`config.mk`:
```
export PLATFORM = sky130hd
export DESIGN_NAME = prio_presenter
export DESIGN_NICKNAME = d
export VERILOG_FILES = /design/src/rtl/prio_presenter.sv
export SDC_FILE = /design/constraint.sdc
export NUM_CORES = 1
export LEC_CHECK = 0
export BUFFER_PORTS_ARGS = -buffer_cell sky130_fd_sc_hd__buf_2
export CORE_MARGIN = 3
export CORE_UTILIZATION = 56
export DETAILED_ROUTE_END_ITERATION = 6
export GPL_TIMING_DRIVEN = 0
export PLACE_DENSITY = 0.92
export SETUP_SLACK_MARGIN = 0.5
export SKIP_CTS_REPAIR_TIMING = 1
export SYNTH_ARGS = -nofsm -noshare
export SYNTH_HDL_FRONTEND = slang
export SYNTH_SLANG_ARGS = --single-unit
```
`constraint.sdc`:
```
create_clock -name clk -period 8.3 [get_ports clk]
set_clock_uncertainty 0.05 [all_clocks]
set_input_delay 2.49 -clock clk [delete_from_list [all_inputs] [get_ports clk]]
set_output_delay 2.49 -clock clk [all_outputs]
set_load 0.02 [all_outputs]
```
`src/rtl/prio_presenter.sv`:
```
module prio_presenter #(
  parameter int NPRIO = 8,
  parameter int PW    = 8
) (
  input  logic          clk,
  input  logic          rst_n,
  input  logic          notify_vld,
  input  logic [PW-1:0] notify_prio,
  input  logic          cppr_wr,
  input  logic [PW-1:0] cppr_data,
  input  logic          ack_req,
  output logic          ack_vld_o,
  output logic [2*PW-1:0] ack_rsp_o,
  output logic          irq_o
);

  localparam int TOP = NPRIO - 1;
  localparam logic [PW-1:0] NONE = '1;

  function automatic logic [NPRIO-1:0] prio_bit(input logic [PW-1:0] p);
    logic [NPRIO-1:0] m;
    m = '0;
    for (int i = 0; i < NPRIO; i++)
      if (p == PW'(i)) m[TOP-i] = 1'b1;
    return m;
  endfunction

  function automatic logic [PW-1:0] first_set(input logic [NPRIO-1:0] b);
    logic [PW-1:0] r;
    r = NONE;
    for (int i = TOP; i >= 0; i--)
      if (b[TOP-i]) r = PW'(i);
    return r;
  endfunction

  logic [NPRIO-1:0] pend_q, pend_a, pend_n, ack_mask;
  logic [PW-1:0]    cppr_q, cppr_a, cppr_n, pipr_q, pipr_n;
  logic             eo_q, eo_a, eo_n, irq_a, irq_n;
  logic [PW-1:0]    nsr;

  assign pipr_q   = first_set(pend_q);
  assign ack_mask = prio_bit(pipr_q);
  assign nsr      = {eo_q, {(PW-1){1'b0}}};

  always_comb begin
    pend_a = pend_q;
    cppr_a = cppr_q;
    eo_a   = eo_q;
    irq_a  = irq_o;
    if (ack_req) begin
      irq_a = 1'b0;
      if (eo_q) begin
        cppr_a = pipr_q;
        pend_a = pend_q & ~ack_mask;
        eo_a   = 1'b0;
      end
    end
    cppr_n = cppr_wr ? cppr_data : cppr_a;
    pend_n = pend_a | (notify_vld ? prio_bit(notify_prio) : '0);
    pipr_n = first_set(pend_n);
    eo_n   = eo_a;
    irq_n  = irq_a;
    if ((notify_vld || cppr_wr) && (pipr_n < cppr_n)) begin
      eo_n  = 1'b1;
      irq_n = 1'b1;
    end
  end

  always_ff @(posedge clk) begin
    if (!rst_n) begin
      pend_q    <= '0;
      cppr_q    <= '0;
      eo_q      <= 1'b0;
      irq_o     <= 1'b0;
      ack_vld_o <= 1'b0;
      ack_rsp_o <= '0;
    end else begin
      pend_q    <= pend_n;
      cppr_q    <= cppr_n;
      eo_q      <= eo_n;
      irq_o     <= irq_n;
      ack_vld_o <= ack_req;
      if (ack_req) ack_rsp_o <= {nsr, cppr_a};
    end
  end

  AST_LINE_FOLLOWS_EO: assert property (@(posedge clk) disable iff (!rst_n)
    irq_o == eo_q);

  AST_EO_NEEDS_PENDING: assert property (@(posedge clk) disable iff (!rst_n)
    eo_q |-> pend_q != '0);

  AST_RISE_HAS_CAUSE: assert property (@(posedge clk) disable iff (!rst_n)
    $rose(irq_o) |-> $past(notify_vld || cppr_wr));

  AST_ACK_DROPS_LINE: assert property (@(posedge clk) disable iff (!rst_n)
    ack_req && !notify_vld && !cppr_wr |=> !irq_o);

  AST_ACK_RETIRES_BIT: assert property (@(posedge clk) disable iff (!rst_n)
    ack_req && eo_q && !notify_vld |=> (pend_q & $past(ack_mask)) == '0);

  AST_ACK_PROMOTES: assert property (@(posedge clk) disable iff (!rst_n)
    ack_req && eo_q && !cppr_wr |=> cppr_q == $past(pipr_q));

  AST_RSP_PULSE: assert property (@(posedge clk) disable iff (!rst_n)
    ack_req |=> ack_vld_o);

  AST_RSP_QUIET: assert property (@(posedge clk) disable iff (!rst_n)
    !ack_req |=> !ack_vld_o);

  AST_STATUS_LOW_ZERO: assert property (@(posedge clk) disable iff (!rst_n)
    ack_vld_o |-> ack_rsp_o[2*PW-2:PW] == '0);

endmodule

```
==> results_dict.tcl <==
set metrics [dict create \
    status "completed" \
    die_w_um 58.5 \
    cts_tree "yes" \
    clk_path_buf_depth 2 \
    via_count 1472 \
    final_common_cell "buf_2" \
    leakagePower_nw 0.767 \
    vdd_drop_max_mv 0.145 \
    worst_pin_slew_ns 0.533 \
    dpl.hpwl_um 2710 \
    grt_usage_pct 22.2 \
    grt_pass1_vias 1293 \
    ys_types 44 \
    cp-endpoint "eo_q" \
    vias_per_cell 5.62 \
    synth_cells 192 \
    cp_max_fo 10 \
    crit_arrival_ns 5.44 \
    core_mm2 0.00254 \
    max-slew-margin-rel_pct 64.2 \
    rsz0062_at_grt "no" \
    clk_latency_ns 0.33 \
    finalWirelength_um 3520 \
    timing.rr.start "pend_q[7]" \
    min_period_over_period_pct 63.3 \
    cts_root_buf "clkbuf_4" \
    ys_ff_latch 27 \
    crit_type "in2reg" \
    diodes 0 \
    dr.pass1.iters 5 \
    rrSetupSlack_ns 4.90 \
    setup_viol 0 \
    r2r_cells 13 \
    final_cell_mix "buf_2, a21oi_1, dfxtp_1, nor2_1, o21ai_0" \
    start_util_pct 60.7 \
    cap_viol_max_count 0 \
    yosys_warnings 0 \
    startpoint "ack_req" \
    grt_pass1_wl_um 5820 \
    initialDrtViolationCount 74 \
    cts-buffers-inserted 3 \
    cts_sinks 27 \
    grt_max_degree 17 \
    clkTransAtPathRegs_ns 0.15 \
    placed_area_mm2 0.00175 \
    cts_max_level 1 \
    portBuffers 30 \
    fillers 222 \
    period_needed_ns 5.25 \
    synthToLayoutAreaGrowth_pct 15.6 \
    overflow 0 \
    start_kind "input port" \
    antenna_found_initial 0 \
    r2r_end "eo_q" \
    final-seq-area_um2 541 \
    synthesis.area_mm2 0.00154 \
    maxSlewViolCount 0 \
    nNetsFinal 261 \
    hold_violations 0 \
    drive_above_1_share_pct 21.6 \
    endpoint_kind "register" \
    final_antenna_net_count 0 \
    io_pins 39 \
    final_area_mm2 0.00178 \
    num_rows 18 \
    setup_tns_ns 0 \
    dieArea_mm2 0.00342 \
    avgSynthCellArea_um2 8.04 \
    powerDensity_mw_per_mm2 142 \
    multiInputGateArea_um2 911 \
    wl_per_cell_um 13.4 \
    drc 0 \
    hold_path.class "reg2reg" \
    fmax_mhz 190 \
    crit_required_ns 8.49 \
    routabilityCongestion 0.995 \
    die_h_um 58.5 \
    yosysSeqAreaShare_pct 35.0 \
]
-- power by group --
part / internal, W / leakage [nW] / switching, W
clock: 0.0000185 / 0.0139 / 0.0000403
combinational: 0.0000226 / 0.532 / 0.0000333
sequential: 0.000136 / 0.221 / 0.00000321
total: 0.000177 / 0.767 / 0.0000768
-- critical path, cell delays in order --
cell and delay [ns]:
buf_2 0.11, buf_2 0.22, nand2_1 0.13, maj3_1 0.40
o21a_1 0.19, o22a_2 0.21, a21oi_1 0.18, and2_1 0.27
ha_1 0.28, a21oi_1 0.13, nor2b_1 0.05, o21ai_0 0.14
a21oi_1 0.10, a211o_1 0.29, a211oi_1 0.26
-- synthesized netlist by cell type (all sizes together) --
master | number | area share [%]
a211o | 1 | 0.57
a211oi | 1 | 0.49
a21boi | 1 | 0.49
a21oi | 27 | 8.8
a221oi | 2 | 1.1
a22o | 1 | 0.57
a22oi | 1 | 0.49
a311oi | 1 | 0.57
a31oi | 1 | 0.41
and2 | 9 | 3.7
and3 | 1 | 0.41
buf | 9 | 4.1
clkbuf | 7 | 1.7
clkinv | 1 | 0.24
conb | 1 | 0.24
dfxtp | 27 | 35
ha | 7 | 5.7
inv | 6 | 1.5
maj3 | 2 | 1.3
mux2i | 2 | 1.3
nand2 | 10 | 2.4
nand2b | 3 | 1.2
nand3 | 2 | 0.65
nand3b | 1 | 0.49
nand4 | 2 | 0.81
nand4bb | 1 | 1.8
nor2 | 23 | 5.8
nor2b | 2 | 0.81
nor3 | 5 | 1.6
nor4 | 3 | 2.2
o211ai | 1 | 0.49
o21a | 9 | 4.4
o21ai | 14 | 4.5
o21bai | 1 | 0.49
o22a | 1 | 0.65
o31ai | 2 | 0.97
o41ai | 1 | 0.57
or2 | 1 | 0.41
or4 | 2 | 1.2
-- cell type report --
| cell class | instances | share of cell area (%) |
|---|---|---|
| Timing Repair Buffer | 30 | 8.42 |
| Multi-Input combinational cell | 148 | 51.1 |
| Tap cell | 30 | 2.10 |
| Sequential cell | 27 | 30.3 |
| Inverter | 7 | 1.47 |
| Clock inverter | 1 | 0.421 |
| Clock buffer | 3 | 1.26 |
| Buffer | 16 | 4.98 |
-- worst min-delay path by stage --
stage / to / startpoint / cells after the start / slack, ns
2_1_floorplan: ack_rsp_o[0] / cppr_q[0] / 2 / 0.46
5_1_grt: ack_rsp_o[15] / ack_rsp_o[15] / 2 / 0.48
4_1_cts: ack_rsp_o[15] / ack_rsp_o[15] / 2 / 0.44
6_report: ack_rsp_o[15] / ack_rsp_o[15] / 2 / 0.43
3_5_place_dp: ack_rsp_o[15] / ack_rsp_o[15] / 2 / 0.41
3_3_place_gp: ack_rsp_o[15] / ack_rsp_o[15] / 2 / 0.41
-- stage by stage --
stage	cells	hold slack, ns	power, W	setup slack (ns)	utilization (%)
after floorplan	198	0.464	0.000180	3.30	-
after global placement	258	0.409	0.000196	2.84	68.9
after detailed placement	258	0.414	0.000197	2.81	68.9
after CTS	262	0.436	0.000255	3.07	70.1
after global routing	262	0.485	0.000267	2.82	70.1
final	262	0.431	0.000254	3.05	70.1
-- kinds of logic after synthesis --
logic type,count (synthesis),share of synthesized area [%]
AOI/OAI and AO/OA,65,25.5
adders and majority gates,9,6.97
buffers and inverters,23,7.46
DFF,27,35.0
muxes,2,1.30
other,1,0.243
and+or+nand+nor,65,23.5
-- routing by layer --
layer	routed length, um	vias up	track usage [%]
met5	0	-	0
met4	93	0	10.3
met3	227	9	2.85
met2	1580	60	34.4
met1	1610	649	30.4
li1	-	754	-
-- sequential cells by signal (all words and copies together) (netlist names) --
signal,count
pend_q,8
cppr_q,8
ack_rsp_o,9
eo_q,1
ack_vld_o,1
No activity file was read; power rests on OpenSTA's default activity.
